<file path="config.mk">
export PLATFORM = sky130hd
export DESIGN_NAME = pdm_sector_seq
export DESIGN_NICKNAME = d
export VERILOG_FILES = /design/src/rtl/pdm_seq_pkg.sv /design/src/rtl/pdm_seq_ctrl.sv /design/src/rtl/pdm_seq_lookup.sv /design/src/rtl/pdm_seq_pattern.sv /design/src/rtl/pdm_sector_seq.sv
export SDC_FILE = /design/constraint.sdc
export NUM_CORES = 1
export LEC_CHECK = 0
export ABC_AREA = 1
export BUFFER_PORTS_ARGS = -buffer_cell sky130_fd_sc_hd__buf_2
export CAP_MARGIN = 20
export CELL_PAD_IN_SITES_DETAIL_PLACEMENT = 1
export CELL_PAD_IN_SITES_GLOBAL_PLACEMENT = 1
export CORE_AREA = 2 2 139 141
export CTS_BUF_LIST = sky130_fd_sc_hd__clkbuf_4 sky130_fd_sc_hd__clkbuf_8 sky130_fd_sc_hd__clkbuf_16
export DETAILED_ROUTE_END_ITERATION = 7
export DIE_AREA = 0 0 141 143
export PLACE_DENSITY = 0.83
export SETUP_SLACK_MARGIN = 0.1
export SYNTH_ARGS = -nofsm -noshare
export SYNTH_HDL_FRONTEND = slang
export SYNTH_SLANG_ARGS = --single-unit
</file>
<file path="constraint.sdc">
create_clock -name clk -period 28.3 [get_ports clk]
set_input_delay 2.83 -clock clk [delete_from_list [all_inputs] [get_ports clk]]
set_output_delay 2.83 -clock clk [all_outputs]
set_load 0.05 [all_outputs]
</file>
<file path="src/rtl/pdm_seq_pkg.sv">
package pdm_seq_pkg;
  localparam int NUM_PHASES = 3;
  localparam int NUM_SECTORS = 6;
  localparam int SEC_W = 3;

  // Phase codes: 0 = A, 1 = B, 2 = C
  typedef logic [1:0] phase_t;

  localparam phase_t PH_A = 2'd0;
  localparam phase_t PH_B = 2'd1;
  localparam phase_t PH_C = 2'd2;

  // Largest-current phase for a given sector and half sector
  function automatic phase_t dominant_of(input int sec, input int half);
    int k;
    k = 2 * sec + half;
    case (((k + 1) / 2) % 3)
      0:       return PH_B;
      1:       return PH_A;
      default: return PH_C;
    endcase
  endfunction

  // Phase whose current crosses zero at mid-sector
  function automatic phase_t crossing_of(input int sec);
    case (sec % 3)
      0:       return PH_C;
      1:       return PH_B;
      default: return PH_A;
    endcase
  endfunction
endpackage

</file>
<file path="src/rtl/pdm_seq_ctrl.sv">
module pdm_seq_ctrl #(
  parameter int CYC_PER_BLK = 16,
  parameter int BLK_PER_SEC = 36,
  parameter int ARM_BLKS    = 2,
  localparam int POS_W = $clog2(CYC_PER_BLK),
  localparam int BLK_W = $clog2(BLK_PER_SEC)
) (
  input  logic                             clk,
  input  logic                             rst_n,
  input  logic                             tick,
  input  logic                             stb,
  input  logic [pdm_seq_pkg::SEC_W-1:0]    stb_sec,
  output logic                             running,
  output logic [pdm_seq_pkg::SEC_W-1:0]    sec_q,
  output logic [BLK_W-1:0]                 blk_q,
  output logic [POS_W-1:0]                 pos_q
);
  import pdm_seq_pkg::*;

  localparam logic [POS_W-1:0] LAST_POS  = POS_W'(CYC_PER_BLK - 1);
  localparam logic [BLK_W-1:0] LAST_BLK  = BLK_W'(BLK_PER_SEC - 1);
  localparam logic [BLK_W-1:0] ARM_FROM  = BLK_W'(BLK_PER_SEC - ARM_BLKS);
  localparam logic [SEC_W-1:0] SEC_LIMIT = SEC_W'(NUM_SECTORS);

  logic             pend_q;
  logic [SEC_W-1:0] pend_sec_q;
  logic             stb_ok, armed, take, pend_any, blk_end;
  logic [SEC_W-1:0] pend_pick;

  assign stb_ok    = stb && (stb_sec < SEC_LIMIT);
  assign armed     = running && (blk_q >= ARM_FROM);
  assign take      = stb_ok && armed;
  assign pend_any  = pend_q || take;
  assign pend_pick = take ? stb_sec : pend_sec_q;
  assign blk_end   = running && tick && (pos_q == LAST_POS);

  always_ff @(posedge clk) begin
    if (!rst_n) begin
      running    <= 1'b0;
      sec_q      <= '0;
      blk_q      <= '0;
      pos_q      <= '0;
      pend_q     <= 1'b0;
      pend_sec_q <= '0;
    end else if (!running) begin
      if (stb_ok) begin
        running <= 1'b1;
        sec_q   <= stb_sec;
        blk_q   <= '0;
        pos_q   <= '0;
        pend_q  <= 1'b0;
      end
    end else if (blk_end) begin
      pos_q <= '0;
      if (pend_any) begin
        sec_q  <= pend_pick;
        blk_q  <= '0;
        pend_q <= 1'b0;
      end else if (blk_q != LAST_BLK) begin
        blk_q <= blk_q + 1'b1;
      end
    end else begin
      if (tick) pos_q <= pos_q + 1'b1;
      pend_q     <= pend_any;
      pend_sec_q <= pend_pick;
    end
  end
endmodule

</file>
<file path="src/rtl/pdm_seq_lookup.sv">
module pdm_seq_lookup #(
  parameter int CYC_PER_BLK = 16,
  parameter int BLK_PER_SEC = 36,
  localparam int BLK_W  = $clog2(BLK_PER_SEC),
  localparam int DENS_W = $clog2(CYC_PER_BLK + 1),
  localparam int HALF   = BLK_PER_SEC / 2,
  localparam int DMIN   = (CYC_PER_BLK * 3) / 4
) (
  input  logic [pdm_seq_pkg::SEC_W-1:0] sec,
  input  logic [BLK_W-1:0]              blk,
  output pdm_seq_pkg::phase_t           dom_ph,
  output pdm_seq_pkg::phase_t           side_ph,
  output pdm_seq_pkg::phase_t           zero_ph,
  output logic [DENS_W-1:0]             dens_hi,
  output logic [DENS_W-1:0]             dens_lo
);
  import pdm_seq_pkg::*;

  int b_i, half_i, j_i, hi_i, gap_i, lo_i, s_i;

  always_comb begin
    b_i    = int'(blk);
    s_i    = int'(sec);
    half_i = (b_i >= HALF) ? 1 : 0;
    j_i    = (half_i == 1) ? (BLK_PER_SEC - 1 - b_i) : b_i;
    hi_i   = DMIN + (j_i * (CYC_PER_BLK - DMIN + 1)) / HALF;
    if (hi_i > CYC_PER_BLK) hi_i = CYC_PER_BLK;
    gap_i  = (HALF - 1 - j_i) / 2;
    lo_i   = (hi_i > gap_i) ? (hi_i - gap_i) : 0;
    dens_hi = DENS_W'(hi_i);
    dens_lo = DENS_W'(lo_i);
    dom_ph  = dominant_of(s_i, half_i);
    zero_ph = crossing_of(s_i);
    side_ph = phase_t'(3 - int'(dom_ph) - int'(zero_ph));
  end
endmodule

</file>
<file path="src/rtl/pdm_seq_pattern.sv">
module pdm_seq_pattern #(
  parameter int CYC_PER_BLK = 16,
  localparam int POS_W  = $clog2(CYC_PER_BLK),
  localparam int DENS_W = $clog2(CYC_PER_BLK + 1)
) (
  input  logic                run,
  input  logic [POS_W-1:0]    pos,
  input  pdm_seq_pkg::phase_t dom_ph,
  input  pdm_seq_pkg::phase_t side_ph,
  input  pdm_seq_pkg::phase_t zero_ph,
  input  logic [DENS_W-1:0]   dens_hi,
  input  logic [DENS_W-1:0]   dens_lo,
  output logic [2:0]          en,
  output logic                idle_cyc
);
  import pdm_seq_pkg::*;

  logic [POS_W-1:0] rank;
  logic             hit_hi, hit_lo;

  // Bit-reversed position spreads pulses and keeps densities nested
  for (genvar i = 0; i < POS_W; i++) begin : g_rev
    assign rank[i] = pos[POS_W-1-i];
  end

  assign hit_hi = {1'b0, rank} < dens_hi;
  assign hit_lo = {1'b0, rank} < dens_lo;

  for (genvar g = 0; g < NUM_PHASES; g++) begin : g_phase
    assign en[g] = run && (
        ((dom_ph  == phase_t'(g)) && hit_hi) ||
        ((side_ph == phase_t'(g)) && hit_lo) ||
        ((zero_ph == phase_t'(g)) && hit_hi && !hit_lo));
  end

  assign idle_cyc = run && (en == 3'b000);
endmodule

</file>
<file path="src/rtl/pdm_sector_seq.sv">
module pdm_sector_seq #(
  parameter int CYC_PER_BLK = 16,
  parameter int BLK_PER_SEC = 36,
  parameter int ARM_BLKS    = 2,
  localparam int POS_W  = $clog2(CYC_PER_BLK),
  localparam int BLK_W  = $clog2(BLK_PER_SEC),
  localparam int DENS_W = $clog2(CYC_PER_BLK + 1)
) (
  input  logic                          clk,
  input  logic                          rst_n,
  input  logic                          cyc_tick,
  input  logic                          sec_stb,
  input  logic [pdm_seq_pkg::SEC_W-1:0] sec_num,
  output logic [2:0]                    ph_en,
  output logic                          circ,
  output logic                          active,
  output logic [BLK_W-1:0]              blk_idx,
  output logic [pdm_seq_pkg::SEC_W-1:0] cur_sec
);
  import pdm_seq_pkg::*;

  logic [POS_W-1:0]  pos;
  phase_t            dom_ph, side_ph, zero_ph;
  logic [DENS_W-1:0] dens_hi, dens_lo;

  pdm_seq_ctrl #(
    .CYC_PER_BLK(CYC_PER_BLK), .BLK_PER_SEC(BLK_PER_SEC), .ARM_BLKS(ARM_BLKS)
  ) u_ctrl (
    .clk(clk), .rst_n(rst_n), .tick(cyc_tick), .stb(sec_stb), .stb_sec(sec_num),
    .running(active), .sec_q(cur_sec), .blk_q(blk_idx), .pos_q(pos)
  );

  pdm_seq_lookup #(
    .CYC_PER_BLK(CYC_PER_BLK), .BLK_PER_SEC(BLK_PER_SEC)
  ) u_lookup (
    .sec(cur_sec), .blk(blk_idx), .dom_ph(dom_ph), .side_ph(side_ph),
    .zero_ph(zero_ph), .dens_hi(dens_hi), .dens_lo(dens_lo)
  );

  pdm_seq_pattern #(.CYC_PER_BLK(CYC_PER_BLK)) u_pattern (
    .run(active), .pos(pos), .dom_ph(dom_ph), .side_ph(side_ph),
    .zero_ph(zero_ph), .dens_hi(dens_hi), .dens_lo(dens_lo),
    .en(ph_en), .idle_cyc(circ)
  );
endmodule

</file>
# Word-level counts from Yosys, hierarchy flattened
# Cells that the tools add are included.
# word_totals
reg_bits	18
elab_cells	115
# op_classes
addsub	12
mul	1
n_div	3
order_cmp	7
n_eq_ne	16
muxes	26
bitwise	3
reduce_logical	41
# ops
operator	n
$add A32 B1 Y32	2
$eq A32 B1 Y1 const B	2
$logic_not A32 Y1	2
$mux W32	2
$add A32 B2 Y32 const B	1
$add A5 B32 Y32	1
$add A5 B32 Y32 const A	1
$div A32 B6 Y32 const B	1
$eq A32 B2 Y1 const B	1
$gt A32 B32 Y1	1
$gt A32 B6 Y1 const B	1
$mod A32 B3 Y32 const B	1
$mod A4 B3 Y32 const B	1
$mul A32 B4 Y32 const B	1
$sub A6 B32 Y32 const A	1
$mux W6	5
$logic_and A1 B1 Y1	21
$mux W4	4
$mux W3	5
$lt A4 B5 Y1	2
$ne A3 B3 Y1 const B	3
$pmux W2 S2	2
$logic_or A1 B1 Y1	7
$mux W1	7
23 further kinds	34

# Logic depth before layout (Yosys ltp)
# depth
ltp_word	18
ltp_mapped	141

# Hierarchy
# From an unflattened synthesis, not the netlist that was laid out.
# unflattened
cells_unflattened	1756
area_unflattened_um2	9624.2
# modules_own_cells
mod	instances	cells_per_inst	area_per_inst_um2	seq_area_each_um2
pdm_seq_lookup	1	1528	8170.3	0.0
pdm_seq_ctrl	1	147	1041.0	360.3
pdm_seq_pattern	1	81	412.9	0.0

# Least setup slack after synthesis
# No wires, ideal clock.
# synth_timing
path_kind	reg2out
from	register u_ctrl.blk_q[2]
to	output circ
arrival_ns	14.211
required_ns	25.470
setup_slack_ns	11.259
stages_incl_launch_ff	114
cell_sequence	dfxtp_1 > inv_1 > ha_1 > a31oi_1 > inv_2 > o21ai_0 > nor2_1 > nor2_1 > ha_1 > inv_1 > fa_1 > inv_1 > nand2_1 > nand3_2 > inv_1 > ha_1 > xor2_1 > nand3_1 > (+78 left out) > nand2_1 > o211ai_1 > nand2_1 > o2111ai_1 > a211oi_1 > xor2_1 > inv_1 > a41oi_1 > nand3_1 > ha_1 > a21o_1 > o21ai_0 > inv_1 > o21ai_0 > o21ai_0 > a21oi_2 > nand2_1 > nor2_1
# synth_between
elab_chain_cells	18
elab_cells_between_ends	58
classes_between	10 x add/sub; 1 x mul; 2 x div; 5 x order compare; 6 x eq/ne; 5 x mux; 2 x bitwise; 27 x reduce/logical
# synth_rtl
item	line_no	text
start, declared	pdm_seq_ctrl.sv:15	output logic [BLK_W-1:0] blk_q,
start signal, assigned	pdm_seq_ctrl.sv:60	blk_q <= blk_q + 1'b1;
$ge A6 B5 Y1	pdm_seq_lookup.sv:24	half_i = (b_i >= HALF) ? 1 : 0;
$mux W1	pdm_seq_lookup.sv:24	
$eq A32 B2 Y1 or $add A5 B32 Y32 (tied branches)	pdm_seq_lookup.sv:25, pdm_seq_pkg.sv:16	
$mux W32 or $add A32 B2 Y32 (tied branches)	pdm_seq_lookup.sv:25, pdm_seq_pkg.sv:17	
$mul A32 B4 Y32 or $and A1 B1 Y1 (tied branches)	--	
$div A32 B6 Y32 or $add A32 B1 Y32 (tied branches)	--	
$add A5 B32 Y32 or $mod A32 B3 Y32 (tied branches)	pdm_seq_lookup.sv:26, pdm_seq_pkg.sv:17	
$gt A32 B6 Y1, or another cell as far along	pdm_seq_lookup.sv:27	if (hi_i > CYC_PER_BLK) hi_i = CYC_PER_BLK;
(+2 left out)	--	
$mux W5 or $sub A2 B2 Y2 (tied branches)	pdm_seq_lookup.sv:29, pdm_seq_lookup.sv:34	
$lt A4 B5 Y1, or another cell as far along	pdm_seq_pattern.sv:27	assign hit_lo = {1'b0, rank} < dens_lo;
$logic_and A1 B1 Y1 or $logic_not A1 Y1 (tied branches)	pdm_seq_pattern.sv:32, pdm_seq_pattern.sv:33	
$logic_or A1 B1 Y1 or $logic_and A1 B1 Y1 (tied branches)	pdm_seq_pattern.sv:31, pdm_seq_pattern.sv:33	
$logic_or A1 B1 Y1	pdm_seq_pattern.sv:32	((side_ph == phase_t'(g)) && hit_lo) ||
$logic_and A1 B1 Y1	pdm_seq_pattern.sv:30	assign en[g] = run && (
$logic_not A3 Y1 *	pdm_seq_pattern.sv:36	assign idle_cyc = run && (en == 3'b000);
$logic_and A1 B1 Y1 *	pdm_seq_pattern.sv:36	
end, declared	pdm_sector_seq.sv:15	output logic circ,
# Mark *: on every way between the ends. The rest lies on a longest branch, timed or not.

# Worst setup path after layout
# Ends and elaborated chain as after synthesis.

==> run metrics <==
outcome complete, no violations; Final Hold Fails 0; VDD IR-drop max between 0.03 and 0.04 mV; Tightest Hold Check Type reg2reg; CTS Sinks 18; H-tree depth 1; Max Fanout on Critical Path 42; root buf cell clkbuf_16; dpl ws approximately 8.8 ns; Endpoint, Worst Hold u_ctrl.pend_q; Most used DFF post-synth dfxtp_1; share of cells above drive strength 1 0.149; Placed Instances 1503; Worst setup EP type output port; Critical Path RT between 20 and 30 ns; crit-path most repeated cell nand2_1; EDFF count, synth 0; number of port buffers 20; Post-CTS Hold Fix Bufs 0; synth warn 0; vias in the first global route roughly 8000; worst flop-to-flop path endpoint u_ctrl.blk_q[4]; Via Count 7935; Rows 50; Routed WL approximately 21 mm; detailed router's first-iteration violation count between 300 and 400; Clock Latency Late Sink roughly 0.26 ns; fmax slightly above 50 MHz; global route overflow 0; Slew Limit Headroom 0.529; clk_skew about 0.0024 ns; sequential area share after synthesis 0.0493; crit-path leading delay family simple AND/OR/NAND/NOR gates; area grow syn2layout 5.15%; HPWL Detailed approximately 18 mm; ANT nets after route 0; Final Slew Violations 0; vias per cell around 5.3; RSZ-0062 raised after global routing false; die area roughly 0.02 mm²; clock-pin slew on the worst setup and hold paths roughly 0.050 ns; DP Area around 0.0076 mm²; most frequent cells in the layout 315 x nand2_1, 178 x inv_1, 113 x nor2_1; CTS Buf Count 3; R2R depth 14; CORE AREA 0.0186 mm²; Tmin final 19.78 ns; routed length per instance about 14 µm; Mean Syn Cell Area just under 6 µm²; PD cells around 18 mW/mm²; Boundary Pins 21; CTS tree built; Setup CP Type reg2out; drt drc 0; number of synthesized register bits 18; crit path DAT about 17 ns; GRT Util Overall 0.214; Finished Layout Cells roughly 1500; CTS Buffer Depth 2; initial antenna violation count 0; Post-Syn Nets between 1000 and 1500; CP Launch Type flop; Die W approximately 140 µm; period utilization 0.699; pin count of the biggest net entering global routing 43; hold path depth 2; R2R setup slack roughly 25 ns; Finish-stage setup viols 0; Mapped Area 0.00731 mm²; Leak roughly 4.3 nW; gpl congestion approximately 0.86; post-route cell area roughly 0.0077 mm²; post-synth cell types 71; maxcap violations 0; Setup TNS 0 ns; CP peak stage delay around 0.63 ns; first-pass GRT wire length around 37 mm; worst reg2reg startpoint u_ctrl.blk_q[2]; CP max stage cell a31oi_1; ant diodes 0; asr flop ratio synth 0; worst slew pin tran around 0.70 ns; commonest non-fill, non-tap cell in the layout nand2_1; Die H ~140 µm; NumNets Final between 1000 and 1500; final setup margin approximately 8.5 ns; DRT Pass-1 Iters 4; cells after synthesis ~1300; Initial Util 0.394; post-CTS setup buffers 0; post-cts resize count 0; min-delay src u_ctrl.pend_q; CP bufs+invs 16
-- sequential cells by signal, indices dropped and copies added (netlist names) --
name and count:
u_ctrl.pos_q 4, u_ctrl.pend_sec_q 3, u_ctrl.pend_q 1, u_ctrl.running 1, u_ctrl.sec_q 3, u_ctrl.blk_q 6
-- cells by family (layout without fill, tap and decap cells) --
group	count (synthesis)	after routing	share of synthesized area
AOI/OAI and AO/OA	149	149	0.121
xor gates and xnor gates	66	66	0.0801
adders and majority gates	80	80	0.139
buffers and inverters	227	238	0.126
DFF	18	18	0.0493
muxes	2	2	0.00342
other	1	1	0.000513
and+or+nand+nor	719	719	0.481
-- report_power, final --
group / total, mW / leakage [nW] / switching [mW] / internal, mW
clock network: 0.0321 / 0.0442 / 0.0106 / 0.0216
logic: 0.0759 / 4.06 / 0.0507 / 0.0252
registers: 0.0286 / 0.147 / 0.00189 / 0.0267
total: 0.137 / 4.25 / 0.0631 / 0.0735
-- worst reg2reg max path: stages, from the launching register on --
cell,delay (ns)
dfxtp_1,0.40
inv_1,0.16
ha_1,0.34
nand3_1,0.15
nand2_1,0.10
nand2_1,0.06
a211oi_1,0.57
nor2_1,0.12
nand2_1,0.15
or3_1,0.12
nand2_1,0.14
inv_1,0.18
nand3_1,0.10
xor2_1,0.14
nor2_1,0.05
-- layout make-up --
| type | instances | area [µm²] |
|---|---|---|
| Inverter | 214 | 813 |
| Clock buffer | 4 | 88.8 |
| Multi-Input combinational cell | 1017 | 6040 |
| Tap cell | 234 | 293 |
| Timing Repair Buffer | 20 | 100 |
| Sequential cell | 18 | 360 |
| Fill cell | 2636 | 10900 |
-- Yosys cell counts (all sizes together) (3+ instances only) --
library cell | instances | area share
nand2 | 396 | 0.24
inv | 206 | 0.11
nor2 | 127 | 0.073
nand3 | 109 | 0.086
ha | 78 | 0.13
o21ai | 63 | 0.044
xor2 | 49 | 0.059
a21oi | 48 | 0.036
nand4 | 42 | 0.041
nor3 | 19 | 0.014
dfxtp | 18 | 0.049
xnor2 | 17 | 0.021
buf | 9 | 0.012
clkinv | 8 | 0.0048
nor4 | 7 | 0.0060
nand3b | 5 | 0.0056
o31ai | 5 | 0.0051
or2 | 5 | 0.0043
a21o | 4 | 0.0043
clkbuf | 4 | 0.0026
o211ai | 4 | 0.0041
a211oi | 3 | 0.0031
a21boi | 3 | 0.0036
o32ai | 3 | 0.0036
o41ai | 3 | 0.0036
-- how the worst max path moves through the flow --
stage / start / end / depth (start not counted)
after global routing: u_ctrl.blk_q[2] / circ / 116
after floorplan: u_ctrl.blk_q[2] / circ / 113
after CTS: u_ctrl.blk_q[2] / circ / 116
final: u_ctrl.blk_q[2] / circ / 116
after global placement: u_ctrl.blk_q[2] / circ / 116
after detailed placement: u_ctrl.blk_q[2] / circ / 114
-- per-stage QoR --
step,util,hold WS (ns),power [mW]
CTS,0.414,0.488,0.138
global route,0.414,0.498,0.148
detailed placement,0.409,0.475,0.105
floorplan,-,0.451,0.0895
global placement,0.409,0.464,0.103
finish,0.414,0.484,0.137
-- layer usage --
| layer | GRT usage | part of all wire |
|---|---|---|
| met4 | 0.0247 | 0.0083 |
| met1 | 0.280 | 0.49 |
| met5 | 0 | 0 |
| met3 | 0.00436 | 0.0086 |
| met2 | 0.404 | 0.49 |
Power figures use the tool's default switching activity.
